## src/rtl/ack_pkg.sv

```systemverilog
// Shared constants for the acknowledge path.
// Assumes IDs are 10 bits wide and the value 1023 is reserved as "none".
package ack_pkg;
    localparam int ID_W        = 10;
    localparam logic [ID_W-1:0] SPURIOUS_ID = 10'd1023;
    localparam int PRIO_W      = 8;
    localparam int APR_REG_W   = 32;
endpackage

```

## src/rtl/ack_prio_calc.sv

```systemverilog
// Group-priority and preemption-level calculation.
// Picks the effective binary point (main or aliased minus one), masks the
// priority with it and derives the preemption level as the group priority
// without its lowest bit. Purely combinational.
module ack_prio_calc #(
    parameter int PRIO_W = 8,
    parameter int BP_W   = 3,
    localparam int LVL_W = PRIO_W - 1,
    localparam int SH_W  = BP_W + 1
) (
    input  logic [PRIO_W-1:0] prio,
    input  logic              group1,
    input  logic              groups_en,
    input  logic              common_bp,
    input  logic [BP_W-1:0]   bin_point,
    input  logic [BP_W-1:0]   bin_point_alias,
    output logic [PRIO_W-1:0] grp_prio,
    output logic [LVL_W-1:0]  level
);
    logic [BP_W-1:0]   bp_eff;
    logic [SH_W-1:0]   shamt;
    logic [PRIO_W-1:0] keep_mask;

    // Select the binary point and build the priority mask.
    always_comb begin
        if (groups_en && !common_bp && group1) begin
            bp_eff = bin_point_alias - BP_W'(1);
        end else begin
            bp_eff = bin_point;
        end
        shamt     = {1'b0, bp_eff} + SH_W'(1);
        keep_mask = {PRIO_W{1'b1}} << shamt;
        grp_prio  = prio & keep_mask;
        level     = grp_prio[PRIO_W-1:1];
    end
endmodule

```

## src/rtl/ack_sgi_src.sv

```systemverilog
// Source maps for the software-generated interrupts.
// Holds one map per software ID, with one bit per originating processor.
// A set strobe ORs bits in; a take strobe clears the lowest set bit of the
// addressed map. Both may hit the same map in one cycle. Assumes take_id is
// valid whenever take_en is high.
module ack_sgi_src #(
    parameter int NUM_SGI    = 16,
    parameter int SRC_W      = 8,
    localparam int SEL_W     = $clog2(NUM_SGI),
    localparam int SRC_IDX_W = $clog2(SRC_W)
) (
    input  logic                     clk,
    input  logic                     rst_n,
    input  logic                     set_en,
    input  logic [SEL_W-1:0]         set_id,
    input  logic [SRC_W-1:0]         set_bits,
    input  logic                     take_en,
    input  logic [SEL_W-1:0]         take_id,
    output logic [SRC_IDX_W-1:0]     sel_src,
    output logic                     sel_nonempty,
    output logic                     sel_last,
    output logic [NUM_SGI*SRC_W-1:0] map_flat
);
    logic [NUM_SGI-1:0][SRC_W-1:0] map_q;
    logic [SRC_W-1:0]              sel_bits;
    logic [SRC_W-1:0]              take_mask;

    // Look up the addressed map and find its lowest set source.
    always_comb begin
        sel_bits = map_q[take_id];
        sel_src  = '0;
        for (int b = SRC_W - 1; b >= 0; b--) begin
            if (sel_bits[b]) sel_src = SRC_IDX_W'(b);
        end
        sel_nonempty = |sel_bits;
        sel_last     = sel_nonempty && ((sel_bits & (sel_bits - SRC_W'(1))) == '0);
        take_mask    = SRC_W'(1) << sel_src;
    end

    // Update every map: drop the served source, merge new sources.
    always_ff @(posedge clk) begin
        if (!rst_n) begin
            map_q <= '0;
        end else begin
            for (int g = 0; g < NUM_SGI; g++) begin
                map_q[g] <= (map_q[g] & ~((take_en && take_id == SEL_W'(g)) ? take_mask : '0))
                          | ((set_en && set_id == SEL_W'(g)) ? set_bits : '0);
            end
        end
    end

    // Flatten the maps for observation.
    for (genvar g = 0; g < NUM_SGI; g++) begin : g_flat
        assign map_flat[g*SRC_W +: SRC_W] = map_q[g];
    end

    // with no concurrent set, a take removes exactly one source bit.
    a_r4_take_one_bit: assert property (@(posedge clk) disable iff (!rst_n)
        (take_en && !set_en) |=> ($countones(map_flat) == $past($countones(map_flat)) - 1));
endmodule

```

## src/rtl/ack_apr_bank.sv

```systemverilog
// One bank of active-priority registers.
// A set strobe marks the bit at the given preemption level, in register
// level/32 at position level%32. Bits are only cleared by reset, because
// priority drop is handled elsewhere.
module ack_apr_bank #(
    parameter int LVL_W    = 7,
    parameter int REG_W    = 32,
    localparam int NUM_REG = (1 << LVL_W) / REG_W,
    localparam int BIT_W   = $clog2(REG_W),
    localparam int RIDX_W  = (NUM_REG > 1) ? $clog2(NUM_REG) : 1
) (
    input  logic                     clk,
    input  logic                     rst_n,
    input  logic                     set_en,
    input  logic [LVL_W-1:0]         level,
    output logic [NUM_REG*REG_W-1:0] apr_flat
);
    logic [RIDX_W-1:0] reg_idx;
    logic [BIT_W-1:0]  bit_idx;

    // Split the level into register index and bit position.
    always_comb begin
        reg_idx = RIDX_W'(level >> BIT_W);
        bit_idx = level[BIT_W-1:0];
    end

    for (genvar r = 0; r < NUM_REG; r++) begin : g_reg
        logic [REG_W-1:0] apr_q;
        // Set the level bit in this register when it is addressed.
        always_ff @(posedge clk) begin
            if (!rst_n) begin
                apr_q <= '0;
            end else if (set_en && reg_idx == RIDX_W'(r)) begin
                apr_q[bit_idx] <= 1'b1;
            end
        end
        assign apr_flat[r*REG_W +: REG_W] = apr_q;
    end

    // bits already recorded are never lost.
    a_r10_apr_keeps_bits: assert property (@(posedge clk) disable iff (!rst_n)
        1'b1 |=> ((apr_flat & $past(apr_flat)) == $past(apr_flat)));
endmodule

```

## src/rtl/ack_activate.sv

```systemverilog
// Per-processor interrupt acknowledge and activation.
// On ack_req it checks the presented ID against the running priority and
// the source map, then registers the returned word. On acceptance it sets
// the active bit, moves the running priority, marks the preemption level
// in the bank of the ID's group and requests a pending clear. Assumes the
// pending inputs are stable in the strobe cycle.
module ack_activate
    import ack_pkg::*;
#(
    parameter int NUM_IRQ = 64,
    parameter int NUM_CPU = 4,
    parameter int CPU_IDX = 1,
    parameter int NUM_SGI = 16,
    parameter int SRC_W   = 8,
    localparam int SEL_W     = $clog2(NUM_SGI),
    localparam int SRC_IDX_W = $clog2(SRC_W),
    localparam int WORD_W    = ID_W + SRC_IDX_W,
    localparam int LVL_W     = PRIO_W - 1,
    localparam int APR_W     = 1 << LVL_W,
    localparam int RUN_W     = PRIO_W + 1
) (
    input  logic                     clk,
    input  logic                     rst_n,
    input  logic                     ack_req,
    input  logic [ID_W-1:0]          pend_id,
    input  logic [PRIO_W-1:0]        pend_prio,
    input  logic                     pend_group,
    input  logic                     pend_shared,
    input  logic                     groups_en,
    input  logic                     common_bp,
    input  logic [2:0]               bin_point,
    input  logic [2:0]               bin_point_alias,
    input  logic                     sgi_set,
    input  logic [SEL_W-1:0]         sgi_set_id,
    input  logic [SRC_W-1:0]         sgi_set_bits,
    output logic                     ack_valid,
    output logic [WORD_W-1:0]        ack_word,
    output logic                     clr_valid,
    output logic [ID_W-1:0]          clr_id,
    output logic [NUM_CPU-1:0]       clr_cpu_mask,
    output logic [RUN_W-1:0]         run_prio,
    output logic [NUM_IRQ-1:0]       active_vec,
    output logic [APR_W-1:0]         apr_grp0,
    output logic [APR_W-1:0]         apr_grp1,
    output logic [NUM_SGI*SRC_W-1:0] sgi_src_map
);
    localparam logic [ID_W-1:0]  IRQ_LIMIT = ID_W'(NUM_IRQ);
    localparam logic [ID_W-1:0]  SGI_LIMIT = ID_W'(NUM_SGI);
    localparam logic [RUN_W-1:0] RUN_IDLE  = RUN_W'(1) << PRIO_W;

    logic [PRIO_W-1:0]    grp_prio;
    logic [LVL_W-1:0]     level;
    logic [SRC_IDX_W-1:0] sel_src;
    logic                 sel_nonempty;
    logic                 sel_last;
    logic                 is_sgi;
    logic                 accept;
    logic                 take_src;
    logic                 use_grp1;
    logic [WORD_W-1:0]    word_next;
    logic                 clr_next;
    logic [RUN_W-1:0]     run_q;
    logic [NUM_IRQ-1:0]   active_q;

    ack_prio_calc #(.PRIO_W(PRIO_W), .BP_W(3)) u_prio (
        .prio            (pend_prio),
        .group1          (pend_group),
        .groups_en       (groups_en),
        .common_bp       (common_bp),
        .bin_point       (bin_point),
        .bin_point_alias (bin_point_alias),
        .grp_prio        (grp_prio),
        .level           (level)
    );

    ack_sgi_src #(.NUM_SGI(NUM_SGI), .SRC_W(SRC_W)) u_sgi (
        .clk          (clk),
        .rst_n        (rst_n),
        .set_en       (sgi_set),
        .set_id       (sgi_set_id),
        .set_bits     (sgi_set_bits),
        .take_en      (take_src),
        .take_id      (pend_id[SEL_W-1:0]),
        .sel_src      (sel_src),
        .sel_nonempty (sel_nonempty),
        .sel_last     (sel_last),
        .map_flat     (sgi_src_map)
    );

    // Decide acceptance and form the returned word and clear request.
    always_comb begin
        is_sgi    = pend_id < SGI_LIMIT;
        accept    = (pend_id < IRQ_LIMIT)
                 && ({1'b0, pend_prio} < run_q)
                 && (!is_sgi || sel_nonempty);
        take_src  = ack_req && accept && is_sgi;
        use_grp1  = groups_en && pend_group;
        if (!accept) begin
            word_next = WORD_W'(SPURIOUS_ID);
        end else if (is_sgi) begin
            word_next = {sel_src, pend_id};
        end else begin
            word_next = {{SRC_IDX_W{1'b0}}, pend_id};
        end
        clr_next = accept && (!is_sgi || sel_last);
    end

    ack_apr_bank #(.LVL_W(LVL_W), .REG_W(APR_REG_W)) u_apr_g0 (
        .clk      (clk),
        .rst_n    (rst_n),
        .set_en   (ack_req && accept && !use_grp1),
        .level    (level),
        .apr_flat (apr_grp0)
    );

    ack_apr_bank #(.LVL_W(LVL_W), .REG_W(APR_REG_W)) u_apr_g1 (
        .clk      (clk),
        .rst_n    (rst_n),
        .set_en   (ack_req && accept && use_grp1),
        .level    (level),
        .apr_flat (apr_grp1)
    );

    // Register the acknowledge result and the pending-clear request.
    always_ff @(posedge clk) begin
        if (!rst_n) begin
            ack_valid    <= 1'b0;
            ack_word     <= '0;
            clr_valid    <= 1'b0;
            clr_id       <= '0;
            clr_cpu_mask <= '0;
        end else begin
            ack_valid <= ack_req;
            clr_valid <= ack_req && clr_next;
            if (ack_req) begin
                ack_word     <= word_next;
                clr_id       <= pend_id;
                clr_cpu_mask <= pend_shared ? {NUM_CPU{1'b1}} : (NUM_CPU'(1) << CPU_IDX);
            end
        end
    end

    // Move the running priority on an accepted acknowledge.
    always_ff @(posedge clk) begin
        if (!rst_n) begin
            run_q <= RUN_IDLE;
        end else if (ack_req && accept) begin
            run_q <= {1'b0, grp_prio};
        end
    end

    // Mark the accepted ID active.
    for (genvar i = 0; i < NUM_IRQ; i++) begin : g_active
        always_ff @(posedge clk) begin
            if (!rst_n) begin
                active_q[i] <= 1'b0;
            end else if (ack_req && accept && pend_id == ID_W'(i)) begin
                active_q[i] <= 1'b1;
            end
        end
    end

    assign run_prio   = run_q;
    assign active_vec = active_q;

    // the valid pulse follows the strobe by one cycle.
    a_r2_valid_follows_req: assert property (@(posedge clk) disable iff (!rst_n)
        ack_req |=> ack_valid);
    a_r2_no_valid_without_req: assert property (@(posedge clk) disable iff (!rst_n)
        !ack_req |=> !ack_valid);

    // a spurious result leaves the running priority and pending alone.
    a_r3_spurious_no_update: assert property (@(posedge clk) disable iff (!rst_n)
        (ack_valid && ack_word == WORD_W'(SPURIOUS_ID)) |-> ($stable(run_q) && !clr_valid));

    // an accepted acknowledge always lowers the running priority.
    a_r11_run_prio_drops: assert property (@(posedge clk) disable iff (!rst_n)
        (ack_valid && ack_word != WORD_W'(SPURIOUS_ID)) |-> (run_q < $past(run_q)));

    // a clear names this processor alone or every processor.
    a_r7_clear_mask_shape: assert property (@(posedge clk) disable iff (!rst_n)
        clr_valid |-> ($onehot(clr_cpu_mask) || (&clr_cpu_mask)));

    // an acknowledge adds at most one bit across both banks.
    a_r10_one_bank_bit: assert property (@(posedge clk) disable iff (!rst_n)
        1'b1 |=> (($countones(apr_grp0 ^ $past(apr_grp0))
                 + $countones(apr_grp1 ^ $past(apr_grp1))) <= 1));
endmodule

```

## config.mk

```make
export PLATFORM = sky130hd
export DESIGN_NAME = ack_activate
export DESIGN_NICKNAME = d
export VERILOG_FILES = /design/src/rtl/ack_pkg.sv /design/src/rtl/ack_prio_calc.sv /design/src/rtl/ack_sgi_src.sv /design/src/rtl/ack_apr_bank.sv /design/src/rtl/ack_activate.sv
export SDC_FILE = /design/constraint.sdc
export NUM_CORES = 1
export LEC_CHECK = 0
export BUFFER_PORTS_ARGS = -buffer_cell sky130_fd_sc_hd__buf_2
export CORE_MARGIN = 10
export CORE_UTILIZATION = 47
export CTS_CLUSTER_DIAMETER = 150
export DETAILED_ROUTE_END_ITERATION = 7
export PLACE_DENSITY_LB_ADDON = 0.3
export SYNTH_ARGS = -nofsm -noshare
export SYNTH_HDL_FRONTEND = slang
export SYNTH_HIERARCHICAL = 1
export SYNTH_SLANG_ARGS = --single-unit
```

## constraint.sdc

```tcl
create_clock -name clk -period 3.9 [get_ports clk]
set_clock_uncertainty 0.1 [all_clocks]
set_input_delay 0.39 -clock clk [delete_from_list [all_inputs] [get_ports clk]]
set_output_delay 0.39 -clock clk [all_outputs]
set_load 0.005 [all_outputs]
```

; ---- Word-level counts from Yosys, hierarchy flattened
; Cells that the tools add are included.
[totals]
regBits = 486
output_inout_bits = 486
word_cells = 435
[op_classes]
magnitude_cmp = 6
muxes = 48
shift = 2
reduce_logical = 128
bitwise_logic = 58
n_eq_ne = 96
add_sub_neg = 3
[op_table]
columns = op, count
row1 = $eq A10 B6 Y1 const B, 32
row2 = $mux W8, 33
row3 = $or A32 B32 Y32, 8
row4 = $eq A10 B5 Y1 const B, 16
row5 = $and A8 B8 Y8, 18
row6 = $not A8 Y8, 16
row7 = $or A8 B8 Y8, 16
row8 = $logic_and A1 B1 Y1, 117
row9 = $eq A10 B4 Y1 const B, 8
row10 = $eq A4 B4 Y1 const B, 16
row11 = $eq A10 B3 Y1 const B, 4
row12 = $bmux W8 S4, 1
row13 = $eq A4 B3 Y1 const B, 8
row14 = $mux W3, 9
row15 = $mux W13, 2
row16 = $eq A10 B2 Y1 const B, 2
row17 = $eq A4 B2 Y1 const B, 4
row18 = $eq A10 B1 Y1 const B, 1
row19 = $logic_not A10 Y1, 1
row20 = $lt A10 B5 Y1 const B, 1
row21 = $lt A10 B7 Y1 const B, 1
row22 = $lt A8 B9 Y1, 1
row23 = $eq A4 B1 Y1 const B, 2
row24 = $logic_not A4 Y1, 2
row25 = 18 further kinds, 22

; ---- Depth between registers and ports, before layout
; Gate-level depths: netlist of the first run.
[logic_depth]
depth_word = 15
ltp_mapped = 17
depth_no_buf = 14

; ---- Modules after synthesis
; The synthesis of the first run kept the hierarchy.
[modules_own_cells]
columns = mod, seq_area_each_um2, area_per_inst_um2, instances, cells_per_inst
row1 = ack_apr_bank, 2562.5, 4483.0, 2, 455
row2 = ack_sgi_src, 2562.5, 6286.0, 1, 708
row3 = ack_activate, 2001.9, 3787.4, 1, 416
row4 = ack_prio_calc, 0.0, 309.0, 1, 41

; ---- Worst setup path before layout of the first run
; No wires, ideal clock.
[synth_path]
path_kind = input to register
start = input port pend_id[0]
end = register u_apr_g0.g_reg[3].apr_q[28]
required_ps = 3664
setup_slack_ps = 133
n_path_buf = 3
stages = 14
arrival_time_ps = 3530
path_cell_list = buf_4 > mux4_2 > a22oi_1 > nand2_1 > nor4_2 > nand2_1 > o311ai_2 > nor2_2 > nand3_4 > buf_2 > a21oi_1 > nand4_1 > buf_1 > o31ai_1
[synth_via]
elab_chain_cells = 8
word_cells_on_any_way = 12
[synth_rtl]
columns = element, line_no
row1 = start: declaration, ack_activate.sv:25  ; input logic [ID_W-1:0] pend_id,
row2 = $bmux W8 S4, ack_sgi_src.sv:30  ; sel_bits = map_q[take_id];
row3 = $mux W8 (not written as such), ack_sgi_src.sv:30
row4 = $reduce_or A8 Y1, ack_sgi_src.sv:35  ; sel_nonempty = |sel_bits;
row5 = net sel_nonempty, ack_activate.sv:54  ; logic sel_nonempty;
row6 = $logic_or A1 B1 Y1, ack_activate.sv:95  ; && (!is_sgi || sel_nonempty);
row7 = $logic_and A1 B1 Y1, ack_activate.sv:95
row8 = $logic_and A1 B1 Y1 (2 in a row), ack_activate.sv:111  ; .set_en (ack_req && accept && !use_grp1),
row9 = $logic_and A1 B1 Y1, ack_apr_bank.sv:33  ; end else if (set_en && reg_idx == RIDX_W'(r)) begin
row10 = end signal: assignment, ack_apr_bank.sv:32  ; apr_q <= '0;
row11 = end signal: indexed assignment, ack_apr_bank.sv:34  ; apr_q[bit_idx] <= 1'b1;
row12 = end: declaration, ack_apr_bank.sv:28  ; logic [REG_W-1:0] apr_q;
; The timed path passes the listed nets, and every way through them passes these cells. The select of a mux whose other input is x is not followed.
; A chain may end at the register's enable or synchronous reset.

; ---- Worst setup path in the final report of the first run
[layout_path]
start = register u_sgi.map_q, in the netlist u_sgi/map_flat[92]
end = register u_sgi.map_q, in the netlist u_sgi/map_flat[100]
[layout_via]
elab_chain_cells = 12
word_cells_on_any_way = 18
[layout_rtl]
columns = element, line_no
row1 = start: declaration, ack_sgi_src.sv:24  ; logic [NUM_SGI-1:0][SRC_W-1:0] map_q;
row2 = start signal: indexed assignment, ack_sgi_src.sv:46  ; map_q[g] <= (map_q[g] & ~((take_en && take_id == SEL_W'(g)) ? take_mask : '0))
row3 = $bmux W8 S4, ack_sgi_src.sv:30
row4 = $mux W8 (not written as such), ack_sgi_src.sv:30
row5 = $reduce_or A8 Y1, ack_sgi_src.sv:35
row6 = net sel_nonempty, ack_activate.sv:54
row7 = $logic_or A1 B1 Y1, ack_activate.sv:95
row8 = $logic_and A1 B1 Y1, ack_activate.sv:95
row9 = $logic_and A1 B1 Y1 (2 in a row), ack_activate.sv:96  ; take_src = ack_req && accept && is_sgi;
row10 = net take_src, ack_activate.sv:58  ; logic take_src;
row11 = $logic_and A1 B1 Y1, ack_sgi_src.sv:46
row12 = $mux W8, ack_sgi_src.sv:46
row13 = $not A8 Y8, ack_sgi_src.sv:46
row14 = $and A8 B8 Y8, ack_sgi_src.sv:46
row15 = $or A8 B8 Y8, ack_sgi_src.sv:47  ; | ((set_en && set_id == SEL_W'(g)) ? set_bits : '0);
; The timed path passes the listed nets, and every way through them passes these cells. The select of a mux whose other input is x is not followed.

==> results of run 1 <==
-- flip-flops by register name, indices dropped and copies added, names as in the netlist --
register          cells
u_sgi/map_flat      128
u_apr_g1/g.apr_q    128
active_vec           64
u_apr_g0/g.apr_q    128
clr_id               10
clr_cpu_mask          2
ack_valid             1
run_prio              9
clr_valid             1
ack_word             13
-- routing by layer --
layer	wire length, um	global-route usage (%)
met3	7070	7.05
met2	33700	44.2
met4	3090	12.8
met1	28000	33.2
met5	29	0
-- cell type report --
| cell class | count | share of cell area, % |
|---|---|---|
| Antenna cell | 3 | 0.0312 |
| Clock inverter | 19 | 0.728 |
| Clock buffer | 72 | 5.91 |
| Tap cell | 532 | 2.77 |
| Multi-Input combinational cell | 1379 | 36.0 |
| Inverter | 14 | 0.218 |
| Timing Repair Buffer | 601 | 14.1 |
| Sequential cell | 484 | 40.3 |
-- cell usage after synthesis (10+ instances only) --
cell type  number  area share [%]
nand2_1       520              10
buf_4          12            0.47
buf_6          16            0.93
a21boi_1       18            0.70
mux4_2         26             3.0
buf_1          39            0.76
o31ai_1       230             8.9
nand3b_1       11            0.43
inv_1          14            0.27
o31ai_2        36             2.3
dfxtp_1       484              50
nor2_1         32            0.62
clkbuf_1      112             2.2
nand3_1        20            0.52
a21boi_0      110             4.3
mux2i_1        19            0.98
ha_1           10            0.65
nand4_1        21            0.68
nor2b_1        22            0.71
o21ai_0       180             4.7
buf_2          17            0.44
a22oi_1        12            0.47
-- worst max-delay path, stage by stage (launching register included) --
cell and delay (ns):
dfxtp_1 0.37, mux4_2 0.49, a22oi_1 0.37, nand2_1 0.16, nor4_2 0.34, nand2_1 0.17, o311ai_2 0.30, nor2_2 0.08
nand3_4 0.12, nor2_1 0.12, and3_1 0.25, nand2_1 0.25, o21ai_0 0.11, a21boi_0 0.25
-- per-stage QoR --
step,std cells,worst slack (ns),area (sq um)
after floorplan,2075,0.133,19300
after global placement,3009,0.0158,22400
after detailed placement,3009,-0.0552,22400
after CTS,3101,0.380,24000
after global routing,3104,0.146,24100
final,3104,0.318,24100
-- path summary, 6_finish.rpt --
path	slack, ns	from	to	depth (start not counted)
setup / recovery	0.32	u_sgi/map_flat[92]	u_sgi/map_flat[100]	13
setup reg to reg	0.32	u_sgi/map_flat[92]	u_sgi/map_flat[100]	13
hold reg to reg	0.35	u_apr_g0/g_reg[2].apr_q[1]	u_apr_g0/g_reg[2].apr_q[1]	2
hold / removal	0.04	pend_id[9]	clr_id[9]	3
-- power by group through the flow --
stage | registers (mW) | clock network [mW] | logic (mW)
global placement | 5.11 | 0 | 0.631
CTS | 5.00 | 4.72 | 0.643
finish | 5.01 | 4.67 | 0.652
floorplan | 5.11 | 0 | 0.428
global route | 5.00 | 4.93 | 0.696
detailed placement | 5.11 | 0 | 0.640
-- kinds of logic after synthesis --
| logic type | synth area share [%] |
|---|---|
| and+or+nand+nor | 15.7 |
| AOI/OAI and AO/OA | 23.2 |
| DFF | 50.1 |
| buffers and inverters | 5.22 |
| muxes | 4.94 |
| adders and majority gates | 0.647 |
| xor gates and xnor gates | 0.220 |
==> metrics.md, run 1 <==
| Metric | Value |
|---|---|
| Outcome | `completed` |
| DRC | `0` |
| Die area | `just under 50,000 sq um` |
| WL final | `roughly 70,000 um` |
| Power Density | `about 430 nW/um^2` |
| DIE HEIGHT | `around 220 um` |
| Worst skew pair latency | `around 0.59 ns` |
| Most common cell after layout, fill and taps aside | `buf_2` |
| Clock Power Share | `between 40% and 50%` |
| Register area | `around 9700 sq um` |
| CP required | `between 4 and 5 ns` |
| Worst-Margin Slew | `1.37 ns` |
| Final hold viol count | `0` |
| Fillers | `roughly 3,500` |
| Vias | `approximately 18,000` |
| Power, Total | `10.3 mW` |
| Sequential share of power | `between 40% and 50%` |
| Hpwl dp | `50,900 um` |
| Final setup fails | `0` |
| Setup Buffers After CTS | `0` |
| CTS tree | `built` |
| Hold slack | `0.0425 ns` |
| Area delta synth->final | `24.3%` |
| Global-route wire length before repair | `108,000 um` |
| DIE WIDTH | `223 um` |
| I/O Buffers | `approximately 530` |
| Core ar. | `~41,000 sq um` |
| RSZ-0062 raised after global routing | `no` |
| EDFF count, synth | `0` |
| Period minus WS final | `roughly 3.6 ns` |
| Most frequent cells in the layout | `buf_2 (528), nand2_1 (520), dfxtp_1 (484)` |
| Rel. slew slack | `just over 8%` |
| Mapped Cells | `approximately 2,100` |
| Hold WC Path Type | `primary input to flip-flop` |
| Post-DRT Antenna Nets | `0` |
| Psw | `approximately 2.5 mW` |
| Worst Setup Path Type | `flip-flop to flip-flop` |
| Initial Util | `47.5%` |
| Global placer's final weighted congestion | `between 0.9 and 1` |
| Crit-path max FO | `8` |
| Clock Pin Slew Worst Setup and Hold Paths | `~0.060 ns` |
| First-pass DRT Iterations | `5` |
| Initial drt markers | `about 2,000` |
| Number of gates resized after cts | `0` |
| Number of synthesized register bits | `between 400 and 500` |
| Largest net degree at the start of global routing | `roughly 190` |
| Ys flop type | `dfxtp_1` |
| Initial antenna violation count | `6` |
| I/O pin cnt | `between 500 and 600` |
| TritonCTS Buffers | `49` |
| CTS Hold Bufs | `1` |
| Vias in the first global route | `around 17,000` |
| Gr usage total | `between 20% and 30%` |
| Syn_nets | `between 2,000 and 2,500` |
| Critical Path End Type | `flip-flop` |
| Multi-input gate area | `8650 sq um` |
| Crit share post-route | `91.8%` |
| Comb pwr share | `around 6.3%` |
| Layout cell share with drive strength beyond 1 | `around 30%` |
| Post-synth ARST share | `0%` |
| Cell Area, Synth | `~19,000 sq um` |
| Maximum vdd ir drop | `343 uV` |
| Max Transition Viols Final | `0` |
| H-tree level count | `2` |
| Clock Tree Root | `clkbuf_16` |
| Max Root-Sink Buffers | `3` |
| Setup TNS | `0 ns` |
| # clock sinks | `roughly 480` |
| Drt wl/cell | `around 23 um` |
| Syn Area/Cell | `approximately 9.3 sq um` |
| Ys Warns | `6` |
| Layout net count | `between 2,000 and 3,000` |
| Finished Core Util | `between 50% and 60%` |
| GRT Residual Overflow | `0` |
| FMAX | `roughly 280 MHz` |
| Pleak | `just over 10 nW` |
| Critical Path AT | `approximately 4.0 ns` |
| Switching share of power | `about a quarter` |
| Num rows | `74` |
| Worst Setup Start Kind | `flip-flop` |
| Int Power | `slightly below 8 mW` |
| Synth cell types | `65` |
| Register area share after synthesis | `50.1%` |
| Max_cap viols | `0` |
| Vias/cell | `5.82` |
Note: power is estimated with default switching activity, not from simulation.
==> inputs of run 2 (changes only) <==
CELL_PAD_IN_SITES_DETAIL_PLACEMENT = 0   (was default)
CELL_PAD_IN_SITES_GLOBAL_PLACEMENT = 2   (was default)
CORE_UTILIZATION = 28   (was 47)
==> run 2 against run 1 <==
Net effect: clock power is 17% higher; global-route usage is 8.0 points lower; fmax is 0.93% lower; hold slack better by 0.0087 ns; critical path depth is 1 higher; die area is 61% higher; worst setup slack worse by 0.034 ns; cell area is 4.5% higher; final cell count is 14% higher; via count is 2.7% lower; sequential cell count stayed put; non-clock buffer count is 21 higher.
==> metrics.md, run 2 (synthesis gave the netlist of run 1 again) <==
| Metric | Value |
|---|---|
| WL final | `around 81,000 um` |
| Initial antenna violation count | `8` |
| Hold slack | `0.0512 ns` |
| Final setup fails | `0` |
| Vias | `~18,000` |
| Initial drt markers | `1,201` |
| Drt wl/cell | `between 20 and 25 um` |
| Hpwl dp | `58,100 um` |
| Die area | `80,000 sq um` |
| Gr usage total | `a little under a fifth` |
| Initial Util | `around 28%` |
| Critical Path End Type | `flip-flop` |
| Vias/cell | `about 5.0` |
| Worst skew pair latency | `roughly 0.62 ns` |
| Number of gates resized after cts | `0` |
| Outcome | `completed` |
| DIE HEIGHT | `about 280 um` |
| Pre-CTS WS | `-0.211 ns` |
| Num rows | `96` |
| DIE WIDTH | `about 280 um` |
| PnR worst setup slack | `roughly 0.28 ns` |
| I/O pin cnt | `530` |
| Clock Tree Root | `clkbuf_16` |
| H-tree level count | `2` |
| Most frequent cells in the layout | `buf_2 (528), nand2_1 (520), dfxtp_1 (484)` |
| FMAX | `roughly 280 MHz` |
| Layout net count | `about 2,600` |
| RSZ-0062 raised after global routing | `no` |
| Rel. slew slack | `22.0%` |
| Critical Path AT | `about 4 ns` |
| Post-DRT Antenna Nets | `0` |
| Vias in the first global route | `17,200` |
| Maximum vdd ir drop | `345 uV` |
| Fillers | `just over 7,000` |
| First-pass DRT Iterations | `5` |
| Worst-Margin Slew | `around 1.2 ns` |
| Max_cap viols | `0` |
| Pleak | `between 10 and 15 nW` |
| TritonCTS Buffers | `55` |
| Power Density | `about 440 nW/um^2` |
| Core ar. | `just under 70,000 sq um` |
| I/O Buffers | `~530` |
| # clock sinks | `484` |
| Area delta synth->final | `29.9%` |
| DRC | `0` |
| Crit-path max FO | `32` |
| R2R setup slack | `about 0.28 ns` |
| Global placer's final weighted congestion | `between 0.8 and 0.9` |
| Clock Pin Slew Worst Setup and Hold Paths | `about 0.06 ns` |
| Max Transition Viols Final | `0` |
| CP required | `roughly 4.3 ns` |
| Largest net degree at the start of global routing | `just over 200` |
| Crit share post-route | `a little over 90%` |
| Most common cell after layout, fill and taps aside | `buf_2` |
| Worst Setup Path Type | `flip-flop to flip-flop` |
| Layout cell share with drive strength beyond 1 | `between 30% and 40%` |
| Worst Setup Start Kind | `flip-flop` |
| Global-route wire length before repair | `approximately 120,000 um` |
| GRT Residual Overflow | `0` |
| Max Root-Sink Buffers | `3` |
| Final hold viol count | `0` |
| Hold WC Path Type | `primary input to flip-flop` |
| CTS tree | `built` |
| Period minus WS final | `between 3 and 4 ns` |
## run 2: cell type report
| class | count | area (sq um) | share of cell area (%) |
|---|---|---|---|
| clock inverters | 23 | 343 | 1.36 |
| diodes | 2 | 5.00 | 0.0199 |
| inverters | 14 | 52.6 | 0.209 |
| multi-input cells | 1379 | 8660 | 34.4 |
| repair buffers | 622 | 3640 | 14.5 |
| well taps | 931 | 1160 | 4.63 |
| clock buffers | 79 | 1590 | 6.31 |
| flip-flops and latches | 484 | 9690 | 38.5 |
## run 2: metrics by stage
step	utilization (%)	power, mW	cell area, sq um	std cells	setup TNS [ns]
after floorplan	-	5.54	19300	2075	0
after global placement	33.8	5.79	23200	3427	-33.68
after detailed placement	33.8	5.79	23200	3427	-39.58
after CTS	36.6	11.3	25100	3532	0
after global routing	36.6	11.6	25100	3533	0
final	36.7	11.2	25100	3534	0
## run 2: repair_timing
| item | in CTS | in global routing |
|---|---|---|
| hold buffers | 3 | 0 |
| setup buffers | 0 | 0 |
| setup endpoints to repair | 0 | 0 |
| hold endpoints to repair | 3 | 0 |
## run 2: path summary, 6_finish.rpt
check	startpoint	end	cells after the start
min reg2reg	u_apr_g1/g_reg[1].apr_q[3]	u_apr_g1/g_reg[1].apr_q[3]	2
max reg2reg	u_sgi/map_flat[14]	u_apr_g1/g_reg[3].apr_q[20]	14
min	rst_n	u_apr_g0/g_reg[2].apr_q[12]	3
max	u_sgi/map_flat[14]	u_apr_g1/g_reg[3].apr_q[20]	14
## run 2: power by group
group / switching (mW) / internal (mW)
Sequential: 0.0264 / 4.98
Clock: 2.17 / 3.30
Combinational: 0.486 / 0.192
Total: 2.68 / 8.47
## run 2: critical path, stage by stage (launching register included)
cell and delay, ns:
dfxtp_1 0.35, mux4_1 0.51, a22oi_1 0.37, buf_4 0.20, nand2_1 0.09, nor4_2 0.22, nand2_1 0.15, o311ai_2 0.31
nor2_2 0.08, nand3_4 0.12, buf_4 0.24, nor2_1 0.16, nand4_1 0.18, buf_12 0.22, o31ai_1 0.10
## run 2: layer usage
layer	vias up	share of wire [%]	track usage (%)
met4	6	2.7	5.58
li1	8313	-	-
met2	625	48	32.8
met3	128	7.9	5.10
met1	8495	41	23.3
met5	-	0.043	0
==> inputs of run 3 (changes only) <==
CELL_PAD_IN_SITES_DETAIL_PLACEMENT = 1   (was 0)
CELL_PAD_IN_SITES_GLOBAL_PLACEMENT = 1   (was 2)
CORE_UTILIZATION = 35   (was 28)
HOLD_SLACK_MARGIN = 0.03   (was default)
==> run 3 against run 2 <==
Net effect: worst setup slack worse by 0.021 ns; sequential cell count stayed put; non-clock buffer count shrank 6; sequential share of layout area up 0.75 points; final cell count down 6.7%; via count up 3.1%; sequential power about the same; combinational power rose by 0.7%; cell area shrank 1.9%; critical endpoint is now u_sgi/map_flat[104]; largest power group unchanged; highest routed layer unchanged.
==> metrics.md, run 3 (synthesis gave the netlist of run 1 again) <==
| Metric | Value |
|---|---|
| Worst skew pair latency | `0.61 ns` |
| CP required | `~4.3 ns` |
| Max_cap viols | `0` |
| Crit-path max FO | `8` |
| Gr usage total | `a little under a quarter` |
| CTS tree | `built` |
| DIE HEIGHT | `255 um` |
| Critical Path End Type | `flip-flop` |
| Worst reg2reg path startpoint | `u_sgi/map_flat[15]` |
| Worst R2R End | `u_sgi/map_flat[104]` |
| Worst Setup Path Type | `flip-flop to flip-flop` |
| Hpwl dp | `58,000 um` |
| Layout net count | `2,602` |
| WL final | `~81,000 um` |
| Initial Util | `35.3%` |
| GRT Residual Overflow | `0` |
| Post-DRT Antenna Nets | `0` |
| FMAX | `~280 MHz` |
| Hold Startpoint | `pend_id[8]` |
| Pre-CTS WS | `-0.210 ns` |
| Worst-Margin Slew | `between 1 and 1.5 ns` |
| Hold slack | `between 0.07 and 0.08 ns` |
| Most frequent cells in the layout | `buf_2 (528), nand2_1 (520), dfxtp_1 (484)` |
| Worst Setup Start Kind | `flip-flop` |
| Cell Chain, Critical Path | `mux4_1, a22oi_1, nand2_1, nor4_2, nand2_1, o311ai_2, nor2_2, nand3_4, nor2_1, and3_1, nand2_1, o21ai_0, a21boi_0` |
| CP most frequent cell | `nand2_1` |
| Initial antenna violation count | `5` |
| Maximum vdd ir drop | `263 uV` |
| DIE WIDTH | `about 260 um` |
| Pleak | `just over 10 nW` |
| TritonCTS Buffers | `53` |
| Drt wl/cell | `between 20 and 25 um` |
| Global placer's final weighted congestion | `~0.86` |
| Vias in the first global route | `between 15,000 and 20,000` |
| Vias | `~18,000` |
| Num rows | `86` |
| Post-DP Area | `22,800 sq um` |
| I/O Buffers | `529` |
| PnR worst setup slack | `0.264 ns` |
| I/O pin cnt | `530` |
| Clock Tree Root | `clkbuf_16` |
| Most common cell after layout, fill and taps aside | `buf_2` |
| First-pass DRT Iterations | `5` |
| Largest net degree at the start of global routing | `roughly 170` |
| Crit share post-route | `93.2%` |
| CP delay by family, top | `simple AND/OR/NAND/NOR gates` |
| Initial drt markers | `around 1,100` |
| Area delta synth->final | `27.5%` |
| Switching share of power | `approximately a quarter` |
| Vias/cell | `approximately 5.5` |
| Global-route wire length before repair | `about 120,000 um` |
| CP max stage delay | `about 0.55 ns` |
| Placed insts | `about 3,200` |
| # clock sinks | `slightly below 500` |
| Max Root-Sink Buffers | `3` |
| Slowest cell on crit path | `mux4_1` |
| Clock Power Share | `between 40% and 50%` |
| Power Density | `~440 nW/um^2` |
| R2R setup slack | `0.26 ns` |
| Period minus WS final | `roughly 3.6 ns` |
| Power, Total | `around 11 mW` |
| Int Power | `slightly above 8 mW` |
| Rel. slew slack | `between 20 and 25%` |
| Hold WC Path Type | `primary input to flip-flop` |
| FF-to-FF path depth | `13` |
| Critical Path AT | `a little over 4 ns` |
| Outcome | `completed` |
| Layout cell share with drive strength beyond 1 | `a little over 30%` |
| Final setup fails | `0` |
| RSZ-0062 raised after global routing | `no` |
| Sequential share of power | `46.2%` |
| WHS Endpoint | `clr_id[8]` |
| Clock Pin Slew Worst Setup and Hold Paths | `~0.060 ns` |
| Setup Buffers After CTS | `0` |
| H-tree level count | `2` |
| DRC | `0` |
| Crit path buffers/inverters | `0` |
| Core ar. | `about 55,000 sq um` |
| Die area | `65,100 sq um` |
| Fin area | `approximately 25,000 sq um` |
| Final hold viol count | `0` |
| Psw | `2.63 mW` |
| Cell depth of the worst hold path | `3` |
| Max Transition Viols Final | `0` |
| Comb pwr share | `6.3%` |
| Final Non-Filler Cells | `approximately 3,300` |
| Finished Core Util | `~45%` |
| Setup TNS | `0 ns` |
[run 3: layer usage]
metal / global-route usage (%) / vias to the layer above / part of all wire [%]
met3: 5.86 / 164 / 7.7
li1: - / 8284 / -
met1: 28.5 / 8963 / 41
met4: 9.21 / 6 / 3.8
met5: 0 / - / 0.034
met2: 40.4 / 690 / 48
[run 3: layout make-up]
class | instances | area (sq um)
multi-input combinational | 1379 | 8670
clock inverter | 16 | 213
antenna | 5 | 12.5
tap | 704 | 881
clock buffer | 78 | 1560
sequential | 484 | 9690
timing repair buffer | 616 | 3580
inverter | 14 | 52.6
fill | 6395 | 30200
[run 3: tightest hold or removal path, delay by kind of cell]
family                 cells  cell delay [ns]
muxes                      1             0.13
and+or+nand+nor            1             0.06
buffers and inverters      1             0.14
[run 3: power by group through the flow]
| stage | clock, mW | sequential [mW] | combinational, mW |
|---|---|---|---|
| floorplan | 0 | 5.11 | 0.428 |
| global placement | 0 | 5.11 | 0.661 |
| detailed placement | 0 | 5.11 | 0.677 |
| CTS | 5.24 | 5.01 | 0.684 |
| global route | 5.45 | 5.01 | 0.735 |
| finish | 5.15 | 5.01 | 0.682 |
[run 3: repair_timing]
action / CTS / global route
hold endpoints to repair: 4 / 0
resized for setup: 0 / 2
hold buffers: 4 / 0
endpoints found under the setup margin: 0 / 1
[run 3: worst max-delay path by stage]
stage          slack, ns                     endpoint                from  cells past startpoint
3_5_place_dp       -0.21           u_sgi/map_flat[12]          pend_id[0]                     17
2_1_floorplan       0.13  u_apr_g0/g_reg[3].apr_q[28]          pend_id[0]                     14
3_3_place_gp       -0.10          u_sgi/map_flat[105]          pend_id[0]                     16
5_1_grt             0.03          u_sgi/map_flat[104]  u_sgi/map_flat[15]                     13
6_report            0.26          u_sgi/map_flat[104]  u_sgi/map_flat[15]                     13
4_1_cts             0.25          u_sgi/map_flat[104]  u_sgi/map_flat[84]                     13
